[src/rtl/gpio_irq_pkg.sv]
`timescale 1ns/1ps
// gpio_irq_pkg
// Shared constants for the GPIO interrupt sense block: register port widths
// and the register byte offsets. Assumes a word-aligned 5-bit address.
package gpio_irq_pkg;
    localparam int BUS_W  = 32;
    localparam int ADDR_W = 5;

    localparam logic [ADDR_W-1:0] OFS_ENABLE  = 5'h00;
    localparam logic [ADDR_W-1:0] OFS_MASK    = 5'h04;
    localparam logic [ADDR_W-1:0] OFS_SENSE   = 5'h08;
    localparam logic [ADDR_W-1:0] OFS_POLAR   = 5'h0C;
    localparam logic [ADDR_W-1:0] OFS_ANYEDGE = 5'h10;
    localparam logic [ADDR_W-1:0] OFS_RAW     = 5'h14;
    localparam logic [ADDR_W-1:0] OFS_MASKED  = 5'h18;
    localparam logic [ADDR_W-1:0] OFS_CLEAR   = 5'h1C;
endpackage

[src/rtl/gpio_irq_cfg.sv]
`timescale 1ns/1ps
// gpio_irq_cfg
// Holds the per-pin configuration planes (enable, mask, sense, polarity,
// any-edge) and decodes clear writes into a one-cycle clear vector.
// Assumes NUM_PINS <= BUS_W; data bits above NUM_PINS are dropped.
module gpio_irq_cfg
    import gpio_irq_pkg::*;
#(
    parameter int NUM_PINS = 32
) (
    input  logic                clk,
    input  logic                rst_n,
    input  logic                wr_en,
    input  logic [ADDR_W-1:0]   addr,
    input  logic [BUS_W-1:0]    wdata,
    output logic [NUM_PINS-1:0] en_q,
    output logic [NUM_PINS-1:0] mask_q,
    output logic [NUM_PINS-1:0] sense_q,
    output logic [NUM_PINS-1:0] polar_q,
    output logic [NUM_PINS-1:0] anyedge_q,
    output logic [NUM_PINS-1:0] clr_bits
);
    logic [NUM_PINS-1:0] wbits;

    // Purpose: narrow the write data to the pin count.
    always_comb begin : narrow_wdata
        wbits = wdata[NUM_PINS-1:0];
    end

    // Purpose: load the addressed configuration plane on a write.
    always_ff @(posedge clk) begin : cfg_store
        if (!rst_n) begin
            en_q      <= '0;
            mask_q    <= '0;
            sense_q   <= '0;
            polar_q   <= '0;
            anyedge_q <= '0;
        end else if (wr_en) begin
            case (addr)
                OFS_ENABLE:  en_q      <= wbits;
                OFS_MASK:    mask_q    <= wbits;
                OFS_SENSE:   sense_q   <= wbits;
                OFS_POLAR:   polar_q   <= wbits;
                OFS_ANYEDGE: anyedge_q <= wbits;
                default:     ;
            endcase
        end
    end

    // Purpose: produce the write-one-to-clear vector for this cycle.
    always_comb begin : clear_decode
        clr_bits = (wr_en && (addr == OFS_CLEAR)) ? wbits : '0;
    end
endmodule

[src/rtl/gpio_irq_detect.sv]
`timescale 1ns/1ps
// gpio_irq_detect
// Per-pin trigger logic. Keeps the previous pin sample and reports, for
// the current cycle, an edge hit on edge-mode pins and the active level
// on level-mode pins. Assumes pin_in is already synchronous to clk.
// The previous-sample register follows pin_in in every cycle, reset
// included, so no false edge appears when reset is released.
module gpio_irq_detect #(
    parameter int NUM_PINS = 32
) (
    input  logic                clk,
    input  logic [NUM_PINS-1:0] pin_in,
    input  logic [NUM_PINS-1:0] en,
    input  logic [NUM_PINS-1:0] sense,
    input  logic [NUM_PINS-1:0] polar,
    input  logic [NUM_PINS-1:0] anyedge,
    output logic [NUM_PINS-1:0] edge_hit,
    output logic [NUM_PINS-1:0] level_act
);
    logic [NUM_PINS-1:0] pin_prev;

    // Purpose: remember the previous pin sample.
    always_ff @(posedge clk) begin : prev_sample
        pin_prev <= pin_in;
    end

    for (genvar p = 0; p < NUM_PINS; p++) begin : g_pin
        logic rise_p;
        logic fall_p;
        logic dir_hit;

        // Purpose: classify the transition seen on this pin.
        always_comb begin : classify
            rise_p  = pin_in[p] & ~pin_prev[p];
            fall_p  = ~pin_in[p] & pin_prev[p];
            dir_hit = polar[p] ? fall_p : rise_p;
        end

        // Purpose: qualify the transition by enable and trigger mode.
        always_comb begin : qualify
            edge_hit[p]  = en[p] & ~sense[p] &
                           (anyedge[p] ? (rise_p | fall_p) : dir_hit);
            level_act[p] = en[p] & sense[p] & (pin_in[p] ^ polar[p]);
        end
    end
endmodule

[src/rtl/gpio_irq_status.sv]
`timescale 1ns/1ps
// gpio_irq_status
// Raw status storage and masking. Edge-mode bits are held until cleared,
// and a new event beats a clear of the same pin. Level-mode bits take the
// active level each cycle and are not held. The combined request is the
// OR of the unmasked raw bits.
module gpio_irq_status #(
    parameter int NUM_PINS = 32
) (
    input  logic                clk,
    input  logic                rst_n,
    input  logic [NUM_PINS-1:0] edge_hit,
    input  logic [NUM_PINS-1:0] level_act,
    input  logic [NUM_PINS-1:0] sense,
    input  logic [NUM_PINS-1:0] clr_bits,
    input  logic [NUM_PINS-1:0] mask,
    output logic [NUM_PINS-1:0] raw_q,
    output logic [NUM_PINS-1:0] masked,
    output logic                irq
);
    for (genvar p = 0; p < NUM_PINS; p++) begin : g_bit
        // Purpose: update one raw status bit.
        always_ff @(posedge clk) begin : raw_bit
            if (!rst_n)
                raw_q[p] <= 1'b0;
            else if (sense[p])
                raw_q[p] <= level_act[p];
            else if (edge_hit[p])
                raw_q[p] <= 1'b1;
            else if (clr_bits[p])
                raw_q[p] <= 1'b0;
        end
    end

    // Purpose: apply the mask and merge into the single request.
    always_comb begin : mask_merge
        masked = raw_q & ~mask;
        irq    = |masked;
    end
endmodule

[src/rtl/gpio_irq_sense.sv]
`timescale 1ns/1ps
// gpio_irq_sense
// Top of the GPIO interrupt sense block: configuration registers,
// per-pin trigger detection, status storage and register readback.
// Assumes synchronized pin inputs and a single-cycle register write.
module gpio_irq_sense
    import gpio_irq_pkg::*;
#(
    parameter int NUM_PINS = 32
) (
    input  logic                clk,
    input  logic                rst_n,
    input  logic [NUM_PINS-1:0] pin_in,
    input  logic                reg_wr,
    input  logic [ADDR_W-1:0]   reg_addr,
    input  logic [BUS_W-1:0]    reg_wdata,
    output logic [BUS_W-1:0]    reg_rdata,
    output logic                irq_out
);
    logic [NUM_PINS-1:0] cfg_en;
    logic [NUM_PINS-1:0] cfg_mask;
    logic [NUM_PINS-1:0] cfg_sense;
    logic [NUM_PINS-1:0] cfg_polar;
    logic [NUM_PINS-1:0] cfg_anyedge;
    logic [NUM_PINS-1:0] clr_bits;
    logic [NUM_PINS-1:0] edge_hit;
    logic [NUM_PINS-1:0] level_act;
    logic [NUM_PINS-1:0] raw_q;
    logic [NUM_PINS-1:0] masked;

    gpio_irq_cfg #(.NUM_PINS(NUM_PINS)) u_cfg (
        .clk      (clk),
        .rst_n    (rst_n),
        .wr_en    (reg_wr),
        .addr     (reg_addr),
        .wdata    (reg_wdata),
        .en_q     (cfg_en),
        .mask_q   (cfg_mask),
        .sense_q  (cfg_sense),
        .polar_q  (cfg_polar),
        .anyedge_q(cfg_anyedge),
        .clr_bits (clr_bits)
    );

    gpio_irq_detect #(.NUM_PINS(NUM_PINS)) u_detect (
        .clk      (clk),
        .pin_in   (pin_in),
        .en       (cfg_en),
        .sense    (cfg_sense),
        .polar    (cfg_polar),
        .anyedge  (cfg_anyedge),
        .edge_hit (edge_hit),
        .level_act(level_act)
    );

    gpio_irq_status #(.NUM_PINS(NUM_PINS)) u_status (
        .clk      (clk),
        .rst_n    (rst_n),
        .edge_hit (edge_hit),
        .level_act(level_act),
        .sense    (cfg_sense),
        .clr_bits (clr_bits),
        .mask     (cfg_mask),
        .raw_q    (raw_q),
        .masked   (masked),
        .irq      (irq_out)
    );

    // Purpose: return the addressed register, zero-extended to the bus.
    always_comb begin : readback
        reg_rdata = '0;
        case (reg_addr)
            OFS_ENABLE:  reg_rdata[NUM_PINS-1:0] = cfg_en;
            OFS_MASK:    reg_rdata[NUM_PINS-1:0] = cfg_mask;
            OFS_SENSE:   reg_rdata[NUM_PINS-1:0] = cfg_sense;
            OFS_POLAR:   reg_rdata[NUM_PINS-1:0] = cfg_polar;
            OFS_ANYEDGE: reg_rdata[NUM_PINS-1:0] = cfg_anyedge;
            OFS_RAW:     reg_rdata[NUM_PINS-1:0] = raw_q;
            OFS_MASKED:  reg_rdata[NUM_PINS-1:0] = masked;
            default:     reg_rdata = '0;
        endcase
    end
endmodule

[config.mk]
export PLATFORM = sky130hd
export DESIGN_NAME = gpio_irq_sense
export DESIGN_NICKNAME = d
export VERILOG_FILES = /design/src/rtl/gpio_irq_pkg.sv /design/src/rtl/gpio_irq_cfg.sv /design/src/rtl/gpio_irq_detect.sv /design/src/rtl/gpio_irq_status.sv /design/src/rtl/gpio_irq_sense.sv
export SDC_FILE = /design/constraint.sdc
export NUM_CORES = 1
export LEC_CHECK = 0
export ABC_CLOCK_PERIOD_IN_PS = 4100
export BUFFER_PORTS_ARGS = -buffer_cell sky130_fd_sc_hd__buf_4
export CAP_MARGIN = 0
export CORE_UTILIZATION = 45
export CTS_BUF_LIST = sky130_fd_sc_hd__clkbuf_2
export DETAILED_ROUTE_END_ITERATION = 7
export GPL_ROUTABILITY_DRIVEN = 0
export PLACE_DENSITY = 0.73
export RECOVER_POWER = 50
export SYNTH_ARGS = -nofsm -noshare
export SYNTH_HDL_FRONTEND = slang
export SYNTH_HIERARCHICAL = 1
export SYNTH_SLANG_ARGS = --single-unit
[constraint.sdc]
create_clock -name clk -period 4.1 [get_ports clk]
set_input_delay 0.82 -clock clk [delete_from_list [all_inputs] [get_ports clk]]
set_output_delay 0.82 -clock clk [all_outputs]
set_load 0.03 [all_outputs]
# ---- Word level (Yosys, flattened, before mapping)
# Index checks and enable logic that the tools add are counted.
dict set report totals {
  out_inout_bits 33
  ff_bits 224
  inputBits 72
  word_cells 601
}
dict set report classes {
  n_reduce_logical 40
  muxes 162
  bitwise_logic 354
  n_eq_ne 7
}
# cell n
set op_table {}
lappend op_table {{one-hot mux 32 bit (7 select lines)} 1}
lappend op_table {{AND 1 bit} 192}
lappend op_table {{two-way mux 1 bit} 160}
lappend op_table {{inverter 1 bit} 96}
lappend op_table {{nonzero test 3 bit} 32}
lappend op_table {{AND 32 bit} 1}
lappend op_table {{two-way mux 32 bit} 1}
lappend op_table {{inverter 32 bit} 1}
lappend op_table {{OR 1 bit} 32}
lappend op_table {{OR reduction 32 bit} 1}
lappend op_table {{bitwise XOR 1 bit} 32}
lappend op_table {{equality test 5 bit (second input constant)} 4}
lappend op_table {{equality test 5 x 4 -> 1 bit (second input constant)} 2}
lappend op_table {{AND reduction 2 bit} 5}
lappend op_table {{equality test 5 x 3 -> 1 bit (second input constant)} 1}
lappend op_table {{logical NOT 5 bit} 1}
lappend op_table {{logical AND 1 bit} 1}

# ---- Longest topological paths before layout
# Gate-level depths: netlist of the first run.
dict set report depth {
  ltp_word 7
  depth_mapped 7
  depth_no_buf 6
}

# ---- Cells and area by module
# The synthesis of the first run kept the hierarchy.
# module n_inst seq_area_each_um2 cells_each area_per_inst_um2
set by_module_without_submodules {}
lappend by_module_without_submodules {gpio_irq_cfg 1 3203.1 597 6087.1}
lappend by_module_without_submodules {gpio_irq_detect 1 640.6 352 3123.0}
lappend by_module_without_submodules {gpio_irq_status 1 640.6 238 1749.2}
lappend by_module_without_submodules {gpio_irq_sense 1 0.0 200 1727.9}

# ---- Worst setup path before layout of the first run
# OpenSTA, ideal clock, no wires.
dict set report synth_timing {
  kind {input port to output port}
  startpoint {input reg_addr[1]}
  endpoint {output reg_rdata[13]}
  t_required_ns 3.280
  arrival_ns 2.226
  path_stages 6
  n_path_buf 3
  slack_ns 1.054
  path_cell_list {buf_2 -> nor3_1 -> nand2b_1 -> buf_1 -> buf_2 -> o2111ai_1}
}
dict set report synth_between {
  elab_chain_cells 2
  elab_cells_between_ends 8
  classes_between {6 x eq/ne; 1 x mux; 1 x reduce/logical}
}
# element line
set synth_lines {}
lappend synth_lines {{from (decl)} gpio_irq_sense.sv:15} ;# input logic [ADDR_W-1:0] reg_addr,
lappend synth_lines {{equality test 5 bit, or another cell as far along} gpio_irq_sense.sv:72} ;# case (reg_addr)
lappend synth_lines {{one-hot mux 32 bit (7 select lines) *} gpio_irq_sense.sv:72}
lappend synth_lines {{to (decl)} gpio_irq_sense.sv:17} ;# output logic [BUS_W-1:0] reg_rdata,
# Mark *: on every way between the ends. The rest lies on a longest branch, timed or not.

# ---- Worst setup path in the final report of the first run
dict set report layout_timing {
  startpoint {input reg_addr[4]}
  endpoint {register u_cfg.polar_q[22]}
}
dict set report layout_between {
  elab_chain_cells 2
}
# element line
set layout_lines {}
lappend layout_lines {{equality test 5 x 4 -> 1 bit} gpio_irq_cfg.sv:39} ;# case (addr)
lappend layout_lines {{AND reduction 2 bit (no source line)} --}
lappend layout_lines {{to (signal assigned)} gpio_irq_cfg.sv:43} ;# OFS_POLAR: polar_q <= wbits;
lappend layout_lines {{to (decl)} gpio_irq_cfg.sv:19} ;# output logic [NUM_PINS-1:0] polar_q,
# No other way between the ends.
# A chain may end at the register's enable or synchronous reset.

==> results.txt, run 1 <==
----------------------------------------------------
[Floorplan]
  Core Area ... around 28000 µm²
  Die area ... between 20000 and 30000 µm²
  Chip height ... between 150 and 200 µm
  Count of boundary I/O pins ... 105
  Initial Util ... 0.4567
  Die Width ... about 170 µm
  Number of rows in the core area ... 61

[Final layout]
  FF+latch area ... around 4500 µm²
  Fill count ... 2708
  Fraction of final layout cells with drive strength greater than 1 ... 0.1445
  NumNets Final ... around 1.6k
  Area overhead of the layout relative to synthesis ... 10.98%
  Non-filler cells, final ... roughly 1.9k
  Multi-input gate area in the final layout ... between 7000 and 8000 µm²

[Run status]
  Violations in the final reports ... capacitance limit, slew limit
  Status ... finished with violations

[Logic synthesis]
  Nets in the synthesized netlist ... around 1.5k
  Number of warnings reported in the yosys synthesis log ... 6
  #FFs+latches synth ... 224
  Cell variety after synth ... 44
  Count leader, synth ... nand2_1
  Sequential area share after synthesis ... 0.3535
  Post-Syn Instances ... 1387
  Async S/R FF share, synth ... 0
  Portion of synthesized cell area occupied by the leading cell type ... 0.3535
  Top_reg_cell synth ... dfxtp_1
  Average cell area after synthesis ... just over 9 µm²
  Post-synthesis instance area ... 12690 µm²
  Synth top cells by count ... nand2_1 (262), dfxtp_1 (224), mux2i_1 (193), inv_1 (160)
  Number of enable-type register cells in the synthesized netlist ... 0
  Cell accounting for the most synthesized area ... dfxtp_1
  Dominant cells by area after synthesis ... dfxtp_1 (35%), mux2i_1 (15%), nand2_1 (7.8%)

[Worst hold path]
  Hold EP ... u_detect/pin_prev[2]
  Worst Min Path Start ... pin_in[2]
  Min-Delay Path Depth ... 1
  HP Class ... input pin to flop

[Place]
  # placed instances ... approximately 1.8k
  Worst slack at placement ... 543.8 ps
  Estimated wirelength of the detail-placed design ... 22360 µm
  Number of buffers inserted by port buffering ... between 100 and 150

[Critical path]
  Top Family by Delay on Critical Path ... buffers and inverters
  Critical setup path kind ... input pin to flop
  Signal arrival time at the worst endpoint ... between 4000 and 5000 ps
  Maximum single-stage delay on the critical path ... roughly 1700 ps
  Data required, critical path ... approximately 4700 ps
  Worst path bufs/invs ... 2
  Slowest cell on crit path ... dlymetal6s2s_1
  Internal reg-to-reg setup slack ... 2680 ps
  First element of the critical path ... reg_addr[4]
  List of cells traversed by the critical path ... buf_4 -> nor4b_1 -> and2b_1 -> dlymetal6s2s_1 -> mux2i_1
  Critical Path Fanout Max ... 36
  R2r worst-path depth ... 6
  Reg-to-Reg End ... u_status/raw_q[19]
  Kind of capture point of the worst setup path ... flop
  Critical Path Start Type ... input pin
  Beginning of the worst register-to-register path ... u_detect/pin_prev[19]

[Clocking]
  Number of buffers created by CTS ... between 50 and 60
  Clock latency on the worst-skew pair ... between 800 and 900 ps
  Post-cts gate resize count ... 0
  CTS Root Buffer Type ... clkbuf_2
  Clock transition at path regs ... approximately 110 ps
  Clock Path Buffers ... 3
  Clock tree from TritonCTS ... built
  Htree depth ... 2
  Buffer count from post-CTS setup fixing ... 0
  Number of sinks on the clock net ... between 200 and 250
  # hold bufs at CTS ... 0

[STA]
  Total count of hold-check failures in the final report ... 0
  Tcrit/Tclk final ... 0.8859
  Worst-case setup margin in the final layout ... about 470 ps
  Final worst path period need ... between 3000 and 4000 ps
  Unrepaired setup endpoints after global routing ... no
  Maximum operating frequency ... 275.3 MHz
  Pin slew with the least headroom to its limit ... 2185 ps
  Final slew viol count ... between 60 and 70
  Worst setup skew after layout ... approximately 52 ps
  # setup viols final ... 0
  Summed negative setup slack over all endpoints ... 0 ps
  Relative slew margins ... -0.4590

[GRT]
  Global-route usage over all layers ... 0.2274
  First-pass GRT wire length ... approximately 52000 µm
  Total grt overflow ... 0
  Initial antenna violation count ... 2
  Number of global-route vias before repair ... 10.20k
  Largest net degree at the start of global routing ... 86

[Power and ir drop]
  Leakage Power ... 6.664 nW
  Pwr dens ... roughly 290 nW/µm²
  Peak supply drop ... 197.4 µV

[Drt]
  Vias ... approximately 10k
  Number of routed nets with antenna violations ... 0
  Number of remaining DRC errors ... 0
  Final wirelength ... ~33000 µm
  Mean routed wirelength per cell ... roughly 17 µm
  Detailed-route vias per instance ... approximately 5.4
  First-iteration detailed-routing DRC count ... approximately 700
  Detailed-routing iteration count for the pre-antenna-repair pass ... 5

[Job]
  Reported max-cap violation count ... 3

----------------------------------------------------
## layer usage
metal  up-vias  GRT usage  wire (µm)
met4         0    0.07795        745
met5         -          0          0
met2       305     0.3803      15330
met3        67    0.04186       1824
li1       4996          -          -
met1      4963     0.2928      14870
## stage by stage
stage          hold WS (ps)    util  total power, mW  cell area (µm²)
2_1_floorplan         448.8       -            2.494            12690
6_report              123.4  0.5068            4.090            14080
5_1_grt               89.94  0.5068            4.288            14080
3_5_place_dp          468.6  0.4953            2.652            13760
4_1_cts               7.950  0.5129            4.156            14250
3_3_place_gp          458.1  0.4953            2.639            13760
## logic make-up after synthesis
group | synth area share
AND/OR/NAND/NOR | 0.1581
multiplexers | 0.2073
buffers and inverters | 0.08304
flip-flops | 0.3535
AO/OA/AOI/OAI | 0.1129
adder cells (fa/ha/maj) | 0.06312
XOR/XNOR | 0.02209
## state kept, by name (all words and copies together), names as in the netlist
signal             cells
u_status/raw_q        32
u_cfg/mask_q          32
u_detect/pin_prev     32
u_cfg/anyedge_q       32
u_cfg/sense_q         32
u_cfg/en_q            32
u_cfg/polar_q         32
## how the worst max path moves through the flow
stage | endpoint | slack, ps | cells past startpoint
2_1_floorplan | reg_rdata[13] | 1050 | 6
3_3_place_gp | reg_rdata[15] | 580 | 6
3_5_place_dp | reg_rdata[13] | 540 | 6
4_1_cts | reg_rdata[13] | 540 | 6
5_1_grt | reg_rdata[13] | 400 | 6
6_report | u_cfg/polar_q[22] | 470 | 5
## power breakdown
| part | internal (mW) | leakage, nW | switching, mW | total [mW] |
|---|---|---|---|---|
| logic | 0.138 | 4.46 | 0.220 | 0.358 |
| registers | 2.21 | 1.82 | 0.0247 | 2.23 |
| clock network | 0.563 | 0.391 | 0.939 | 1.50 |
| total | 2.91 | 6.66 | 1.18 | 4.09 |
## cells in the final DEF (no fill, tap or decap), types with 37 or more instances in the layout
| cell | count |
|---|---|
| nand2_1 | 263 |
| dfxtp_1 | 224 |
| buf_4 | 92 |
| inv_1 | 160 |
| clkbuf_2 | 88 |
| a21oi_1 | 64 |
| mux2i_1 | 193 |
| ha_1 | 64 |
| clkbuf_1 | 37 |
## final cells by class
| type | count | share of cell area |
|---|---|---|
| Antenna cell | 1 | 0.0001777 |
| Clock buffer | 88 | 0.03128 |
| Clock inverter | 12 | 0.003466 |
| Inverter | 160 | 0.04266 |
| Multi-Input combinational cell | 933 | 0.5069 |
| Sequential cell | 224 | 0.3185 |
| Tap cell | 378 | 0.03359 |
| Timing Repair Buffer | 133 | 0.06345 |
Note: power is estimated with default switching activity, not from simulation.
==> run 2: changes to the inputs <==
--- a/config.mk
+++ b/config.mk
@@ -6,13 +6,13 @@
 export NUM_CORES = 1
 export LEC_CHECK = 0
 export ABC_CLOCK_PERIOD_IN_PS = 4100
-export BUFFER_PORTS_ARGS = -buffer_cell sky130_fd_sc_hd__buf_4
 export CAP_MARGIN = 0
 export CORE_UTILIZATION = 45
 export CTS_BUF_LIST = sky130_fd_sc_hd__clkbuf_2
 export DETAILED_ROUTE_END_ITERATION = 7
+export DONT_BUFFER_PORTS = 1
 export GPL_ROUTABILITY_DRIVEN = 0
-export PLACE_DENSITY = 0.73
+export PLACE_DENSITY = 0.7
 export RECOVER_POWER = 50
 export SYNTH_ARGS = -nofsm -noshare
 export SYNTH_HDL_FRONTEND = slang
==> run 2 against run 1 <==
Compared with the run above: the flow still finishes with violations (capacitance limit, slew limit); non-clock buffer count fell by 79; combinational power fell by 31%; clock skew fell by 16 ps; critical path type is now input pin to primary output; critical endpoint is now reg_rdata[29].
==> results.txt, run 2 (synthesis gave the netlist of run 1 again) <==
----------------------------------------------------
[Drt]
  Detailed-routing iteration count for the pre-antenna-repair pass ... 5 (unchanged)
  Number of routed nets with antenna violations ... 0 (unchanged)
  Vias ... 9903 (-4.1%)
  Final wirelength ... 32450 µm (-0.99%)
  Number of remaining DRC errors ... 0 (unchanged)
  Detailed-route vias per instance ... 5.350 (-0.10%)
  First-iteration detailed-routing DRC count ... 685 (-2.6%)
  Mean routed wirelength per cell ... 17.53 µm (+3.2%)

[Final layout]
  Area overhead of the layout relative to synthesis ... 7.978%
  Fraction of final layout cells with drive strength greater than 1 ... 0.1033 (-0.04126)
  FF+latch area ... 4484 µm² (unchanged)
  NumNets Final ... 1569 (-4.7%)
  Most common library cell in the layout ignoring fill and taps ... nand2_1
  Fill count ... 2658 (-1.8%)
  Leading cell types in the layout, fill and taps excluded ... nand2_1 (263), dfxtp_1 (224), mux2i_1 (193)
  Multi-input gate area in the final layout ... 7143 µm² (about the same)

[Clocking]
  Post-cts gate resize count ... 0 (unchanged)
  Clock Path Buffers ... 3 (unchanged)
  Clock tree from TritonCTS ... built
  Number of sinks on the clock net ... 224 (unchanged)
  Clock latency on the worst-skew pair ... 840 ps (-20 ps)
  Number of buffers created by CTS ... 60 (+3.4%)
  CTS Root Buffer Type ... clkbuf_2
  Clock transition at path regs ... 110 ps (about the same)
  Htree depth ... 2 (unchanged)

[GRT]
  Number of global-route vias before repair ... 9739 (-4.5%)
  Total grt overflow ... 0 (unchanged)
  First-pass GRT wire length ... 50640 µm (-3.0%)
  Global-route usage over all layers ... 0.2231 (-0.004251)
  Initial antenna violation count ... 1 (-1)
  Largest net degree at the start of global routing ... 225 (+160%)

[STA]
  Relative slew margins ... -0.5006 (-0.04161)
  Final slew viol count ... 44 (-34%)
  Worst setup skew after layout ... 36.07 ps (-16.41 ps)
  Total count of hold-check failures in the final report ... 0 (unchanged)
  Tcrit/Tclk final ... 0.8410 (-0.04485)
  Unrepaired setup endpoints after global routing ... no
  Maximum operating frequency ... 290.0 MHz (+5.3%)
  Summed negative setup slack over all endpoints ... 0 ps (unchanged)
  Final worst path period need ... 3448 ps (-183.9 ps)
  Pin slew with the least headroom to its limit ... 2251 ps (+65.98 ps)
  # setup viols final ... 0 (unchanged)
  Worst-case setup margin in the final layout ... 651.8 ps (+183.9 ps)

[Power and ir drop]
  Peak supply drop ... 139.2 µV (-30%)
  Pwr dens ... 290.2 nW/µm² (-0.10%)
  Leakage Power ... 6.380 nW (-4.3%)

[Critical path]
  R2r worst-path depth ... 6 (unchanged)
  Critical Path Fanout Max ... 27 (-25%)
  Signal arrival time at the worst endpoint ... 2630 ps (-1630 ps)
  Critical setup path kind ... input pin to primary output
  Reg-to-Reg End ... u_status/raw_q[4]
  Data required, critical path ... 3280 ps (-1450 ps)
  Critical Path Start Type ... input pin
  Setup crit end ... reg_rdata[29]
  Internal reg-to-reg setup slack ... 2670 ps (about the same)
  Kind of capture point of the worst setup path ... primary output
  First element of the critical path ... reg_addr[2]
  Beginning of the worst register-to-register path ... u_detect/pin_prev[4]

[Run status]
  Violations in the final reports ... capacitance limit, slew limit
  Status ... finished with violations

[Floorplan]
  Die area ... 28870 µm² (unchanged)
  Chip height ... 169.9 µm (unchanged)
  Count of boundary I/O pins ... 105 (unchanged)
  Core Area ... 27780 µm² (unchanged)
  Number of rows in the core area ... 61 (unchanged)
  Initial Util ... 0.4567 (unchanged)
  Die Width ... 169.9 µm (unchanged)

[Worst hold path]
  HP Class ... input pin to flop

[Place]
  Estimated wirelength of the detail-placed design ... 21060 µm (-5.8%)
  Worst slack at placement ... 680.7 ps (+136.9 ps)
  Number of buffers inserted by port buffering ... 0 (-100%)

[Job]
  Reported max-cap violation count ... 2 (-1)

----------------------------------------------------
[run 2: cell count changes in the layout (fill, tap and decap cells not counted), sizes merged]
cell / delta
buf: -76
dlygate4sd3: +32
dlymetal6s2s: -1
clkbuf: -30
clkinv: -3
[run 2: where the power goes]
group / switching [mW] / internal [mW] / total [mW]
sequential: 0.0246 / 2.21 / 2.23
clock: 0.915 / 0.583 / 1.50
combinational: 0.128 / 0.119 / 0.247
[run 2: worst min path at each step]
stage	startpoint	endpoint	slack (ps)	cells past startpoint
2_1_floorplan	u_cfg/mask_q[10]	u_cfg/mask_q[10]	450	2
3_3_place_gp	u_cfg/mask_q[9]	u_cfg/mask_q[9]	460	2
3_5_place_dp	u_cfg/mask_q[16]	u_cfg/mask_q[16]	470	2
4_1_cts	rst_n	u_status/raw_q[19]	70	2
5_1_grt	rst_n	u_cfg/polar_q[21]	50	2
6_report	rst_n	u_cfg/polar_q[21]	140	2
[run 2: critical path, cell delays in order]
cell and delay (ps):
nor3_1 310, nand2b_1 540, o2111ai_1 950
[run 2: repair_timing]
| action | 4_1_cts | 5_1_grt |
|---|---|---|
| endpoints found under the hold margin | 32 | 0 |
| hold buffers | 32 | 0 |
| setup buffers | 0 | 0 |
[run 2: final cells by class]
| type | instances | share of cell area |
|---|---|---|
| multi-input combinational | 933 | 0.5214 |
| antenna | 1 | 0.0001827 |
| sequential | 224 | 0.3273 |
| tap | 378 | 0.03452 |
| clock buffer | 92 | 0.03361 |
| inverter | 160 | 0.04384 |
| timing repair buffer | 54 | 0.03644 |
| clock inverter | 9 | 0.002649 |
[run 2: routing by layer]
metal  part of all wire  GRT usage  up-vias
met5                  0          0        -
li1                   -          -     4845
met3              0.084    0.06209       73
met1               0.44     0.2832     4673
met4              0.027    0.08500        0
met2               0.45     0.3582      312
[run 2: through the flow]
stage            util  instance area [µm²]  hold slack [ps]  total power, mW  instances
3_3_place_gp   0.4647                12910            459.2            2.490       1717
4_1_cts        0.4941                13730            67.00            4.028       1850
3_5_place_dp   0.4647                12910            470.7            2.500       1717
6_report       0.4931                13700            142.4            3.976       1851
5_1_grt        0.4931                13700            52.92            4.191       1851
2_1_floorplan       -                12690            448.8            2.494       1387
==> run 3: changes to the inputs <==
--- a/config.mk
+++ b/config.mk
@@ -5,7 +5,8 @@
 export SDC_FILE = /design/constraint.sdc
 export NUM_CORES = 1
 export LEC_CHECK = 0
-export ABC_CLOCK_PERIOD_IN_PS = 4100
+export ABC_AREA = 1
+export ABC_CLOCK_PERIOD_IN_PS = 3250
 export CAP_MARGIN = 0
 export CORE_UTILIZATION = 45
 export CTS_BUF_LIST = sky130_fd_sc_hd__clkbuf_2
==> constraint.sdc (replaced) <==
create_clock -name clk -period 3.25 [get_ports clk]
set_input_delay 0.65 -clock clk [delete_from_list [all_inputs] [get_ports clk]]
set_output_delay 0.65 -clock clk [all_outputs]
set_load 0.03 [all_outputs]
==> run 3 against run 2 <==
Compared with the run above: the flow still finishes with violations (capacitance limit, slew limit); combinational power rose to 2.5 times the previous value; synthesized cell count grew 89%; sequential power up 28%; clock power is 34% higher; critical path depth rose by 4; non-clock buffer count grew 60; largest cell class unchanged.
==> results.txt, run 3 <==
----------------------------------------------------
[Final layout]
  NumNets Final ... 2810 (+79%)
  FF+latch area ... 4484 µm² (unchanged)
  Final cell utilization of the core ... 0.5189 (+0.02579)
  Non-filler cells, final ... 3164 (+71%)
  Fill count ... 3421 (+29%)
  Most common library cell in the layout ignoring fill and taps ... nand2_1
  Multi-input gate area in the final layout ... 7923 µm² (+11%)
  Area overhead of the layout relative to synthesis ... 12.75%
  Leading cell types in the layout, fill and taps excluded ... nand2_1 (698), nor2_1 (555), inv_1 (552)
  Fraction of final layout cells with drive strength greater than 1 ... 0.05885 (-0.04442)

[Clocking]
  Clock tree from TritonCTS ... built
  Number of sinks on the clock net ... 224 (unchanged)
  Clock transition at path regs ... 100 ps (about the same)
  CTS Root Buffer Type ... clkbuf_2
  # hold bufs at CTS ... 70 (+120%)
  Number of buffers created by CTS ... 61 (+1.7%)
  Clock latency on the worst-skew pair ... 950 ps (+110 ps)
  Post-cts gate resize count ... 0 (unchanged)
  Clock Path Buffers ... 3 (unchanged)
  Buffer count from post-CTS setup fixing ... 0 (unchanged)
  Htree depth ... 2 (unchanged)

[Floorplan]
  Die area ... 34180 µm² (+18%)
  Chip height ... 184.9 µm (+8.8%)
  Count of boundary I/O pins ... 105 (unchanged)
  Number of rows in the core area ... 66 (+8.2%)
  Initial Util ... 0.4602 (+0.003534)
  Die Width ... 184.9 µm (+8.8%)
  Core Area ... 32700 µm² (+18%)

[STA]
  Final worst path period need ... approximately 2900 ps
  Pin slew with the least headroom to its limit ... 3036 ps (+785.0 ps)
  Worst setup skew after layout ... 46.70 ps (+10.64 ps)
  Summed negative setup slack over all endpoints ... 0 ps (unchanged)
  Final slew viol count ... 173 (+290%)
  # setup viols final ... 0 (unchanged)
  Total count of hold-check failures in the final report ... 0 (unchanged)
  Hold slack ... 75.92 ps (-66.43 ps)
  Maximum operating frequency ... 345.4 MHz
  Relative slew margins ... -1.024 (-0.5233)
  Tcrit/Tclk final ... 0.8908
  Unrepaired setup endpoints after global routing ... no

[Logic synthesis]
  Post-Synth XOR/XNOR Area ... 0 (-0.02209)
  Async S/R FF share, synth ... 0 (unchanged)
  Top_reg_cell synth ... dfxtp_1
  Average cell area after synthesis ... 5.744 µm² (-37%)
  Simple-gate share of the synthesized area ... 0.4401 (+0.2821)
  Number of warnings reported in the yosys synthesis log ... 6 (unchanged)
  Dominant cells by area after synthesis ... dfxtp_1 (30%), nand2_1 (17%), nor2_1 (14%)
  Synth top cells by count ... nand2_1 (698), nor2_1 (555), inv_1 (551), dfxtp_1 (224), nand4_1 (192)
  Cell variety after synth ... 19 (-57%)
  Area share of fa/ha/maj cells after synthesis ... 0.05321 (-0.009907)
  Cell accounting for the most synthesized area ... dfxtp_1
  Number of enable-type register cells in the synthesized netlist ... 0 (unchanged)
  Post-synthesis instance area ... 15050 µm² (+19%)
  #FFs+latches synth ... 224 (unchanged)
  Post-Syn Instances ... 2620 (+89%)
  Nets in the synthesized netlist ... 2756 (+81%)
  Largest family of logic cells by synthesized area ... simple AND/OR/NAND/NOR gates
  Compound-gate portion of the synthesized area ... 0.03193 (-0.08099)
  Sequential area share after synthesis ... 0.2980 (-0.05548)
  Portion of netlist area occupied by mux cells ... 0 (-0.2073)
  Count leader, synth ... nand2_1
  Portion of synthesized cell area occupied by the leading cell type ... 0.2980 (-0.05548)

[Power and ir drop]
  Leakage Power ... 8.699 nW (+36%)
  PnR Total Power ... 5.490 mW (+38%)
  Pwr dens ... 323.5 nW/µm² (+11%)
  Peak supply drop ... 209.8 µV (+51%)

[Drt]
  Vias ... 15.54k (+57%)
  First-iteration detailed-routing DRC count ... 990 (+45%)
  Detailed-routing iteration count for the pre-antenna-repair pass ... 5 (unchanged)
  Number of remaining DRC errors ... 0 (unchanged)
  Final wirelength ... 42870 µm (+32%)
  Number of routed nets with antenna violations ... 0 (unchanged)
  Detailed-route vias per instance ... 4.911 (-8.2%)
  Mean routed wirelength per cell ... 13.55 µm (-23%)

[Place]
  Number of buffers inserted by port buffering ... 0 (unchanged)
  Estimated wirelength of the detail-placed design ... 24920 µm (+18%)
  # placed instances ... 2983 (+74%)

[Critical path]
  R2r worst-path depth ... 6 (unchanged)
  Critical Path Fanout Max ... 40 (+48%)
  Most frequent cell on the critical path ... nor2_1
  List of cells traversed by the critical path ... inv_1 -> nor2_1 -> nand3_1 -> clkbuf_2 -> nor2_1 -> nor2_1 -> dlygate4sd3_1
  Critical setup path kind ... input pin to flop
  Kind of capture point of the worst setup path ... flop
  Critical Path Start Type ... input pin
  Beginning of the worst register-to-register path ... u_cfg/en_q[31]
  Signal arrival time at the worst endpoint ... 3710 ps (+1080 ps)
  WP depth ... 7 (+4)
  Reg-to-Reg End ... u_cfg/en_q[31]
  Internal reg-to-reg setup slack ... 1440 ps (-1230 ps)
  Worst path bufs/invs ... 3 (+3)
  Slowest cell on crit path ... nand3_1
  Maximum single-stage delay on the critical path ... 910 ps (-40 ps)
  Top Family by Delay on Critical Path ... simple AND/OR/NAND/NOR gates
  Data required, critical path ... 4070 ps (+790 ps)

[Worst hold path]
  Hold EP ... u_status/raw_q[30]
  Worst Min Path Start ... pin_in[30]
  Min-Delay Path Depth ... 4 (+2)
  HP Class ... input pin to flop

[Job]
  Reported max-cap violation count ... 3 (+1)

[GRT]
  Initial antenna violation count ... 3 (+2)
  Number of global-route vias before repair ... 14.25k (+46%)
  First-pass GRT wire length ... 69170 µm (+37%)
  Global-route usage over all layers ... 0.2494 (+0.02624)
  Largest net degree at the start of global routing ... 190 (-16%)
  Total grt overflow ... 0 (unchanged)

[Run status]
  Status ... finished with violations
  Violations in the final reports ... capacitance limit, slew limit

----------------------------------------------------
==> run 3: where the power goes <==
| part | total (mW) | internal, mW | switching, mW | leakage [nW] |
|---|---|---|---|---|
| registers | 2.85 | 2.80 | 0.0480 | 1.82 |
| clock network | 2.01 | 0.772 | 1.24 | 0.423 |
| logic | 0.628 | 0.209 | 0.419 | 6.46 |
==> run 3: tightest hold or removal path, stage by stage <==
cell and delay, ps:
o21ai_0 60, nor2_1 80, o21ai_0 80, a21oi_1 110
==> run 3: kinds of logic (layout without fill, tap and decap cells) <==
logic type | after synthesis | in the layout
other | 0 | 3
buffers and inverters | 679 | 778
DFF | 224 | 224
adders and majority gates | 64 | 64
and+or+nand+nor | 1557 | 1557
AOI/OAI and AO/OA | 96 | 96
==> run 3: metrics by stage <==
step | worst slack, ps | instance area (µm²)
2_1_floorplan | 899.1 | 15050
3_3_place_gp | 755.9 | 15750
3_5_place_dp | 739.5 | 15750
4_1_cts | 284.1 | 16990
5_1_grt | 233.3 | 16970
6_report | 355.1 | 16970
==> run 3: cell type report <==
class / count / area share
antenna: 3 / 0.0004424
clock buffer: 96 / 0.02831
clock inverter: 12 / 0.002728
inverter: 556 / 0.1231
multi-input combinational: 1717 / 0.4669
sequential: 224 / 0.2643
tap: 442 / 0.03259
timing repair buffer: 114 / 0.08170
==> run 3: worst max-delay path by stage <==
stage / slack [ps] / from / end
after floorplan: 900 / reg_addr[1] / reg_rdata[10]
after global placement: 760 / reg_addr[1] / reg_rdata[12]
after detailed placement: 740 / reg_addr[1] / reg_rdata[16]
after CTS: 280 / u_cfg/mask_q[12] / irq_out
after global routing: 230 / u_cfg/mask_q[28] / irq_out
final: 360 / reg_wr / u_cfg/polar_q[18]
==> run 3: routing by layer <==
layer  track usage  vias to the layer above  share of wire
li1              -                     7990              -
met1        0.3040                     7024           0.44
met2        0.4371                      434           0.48
met3       0.04247                       89          0.058
met4       0.09157                        0          0.025
met5             0                        -              0
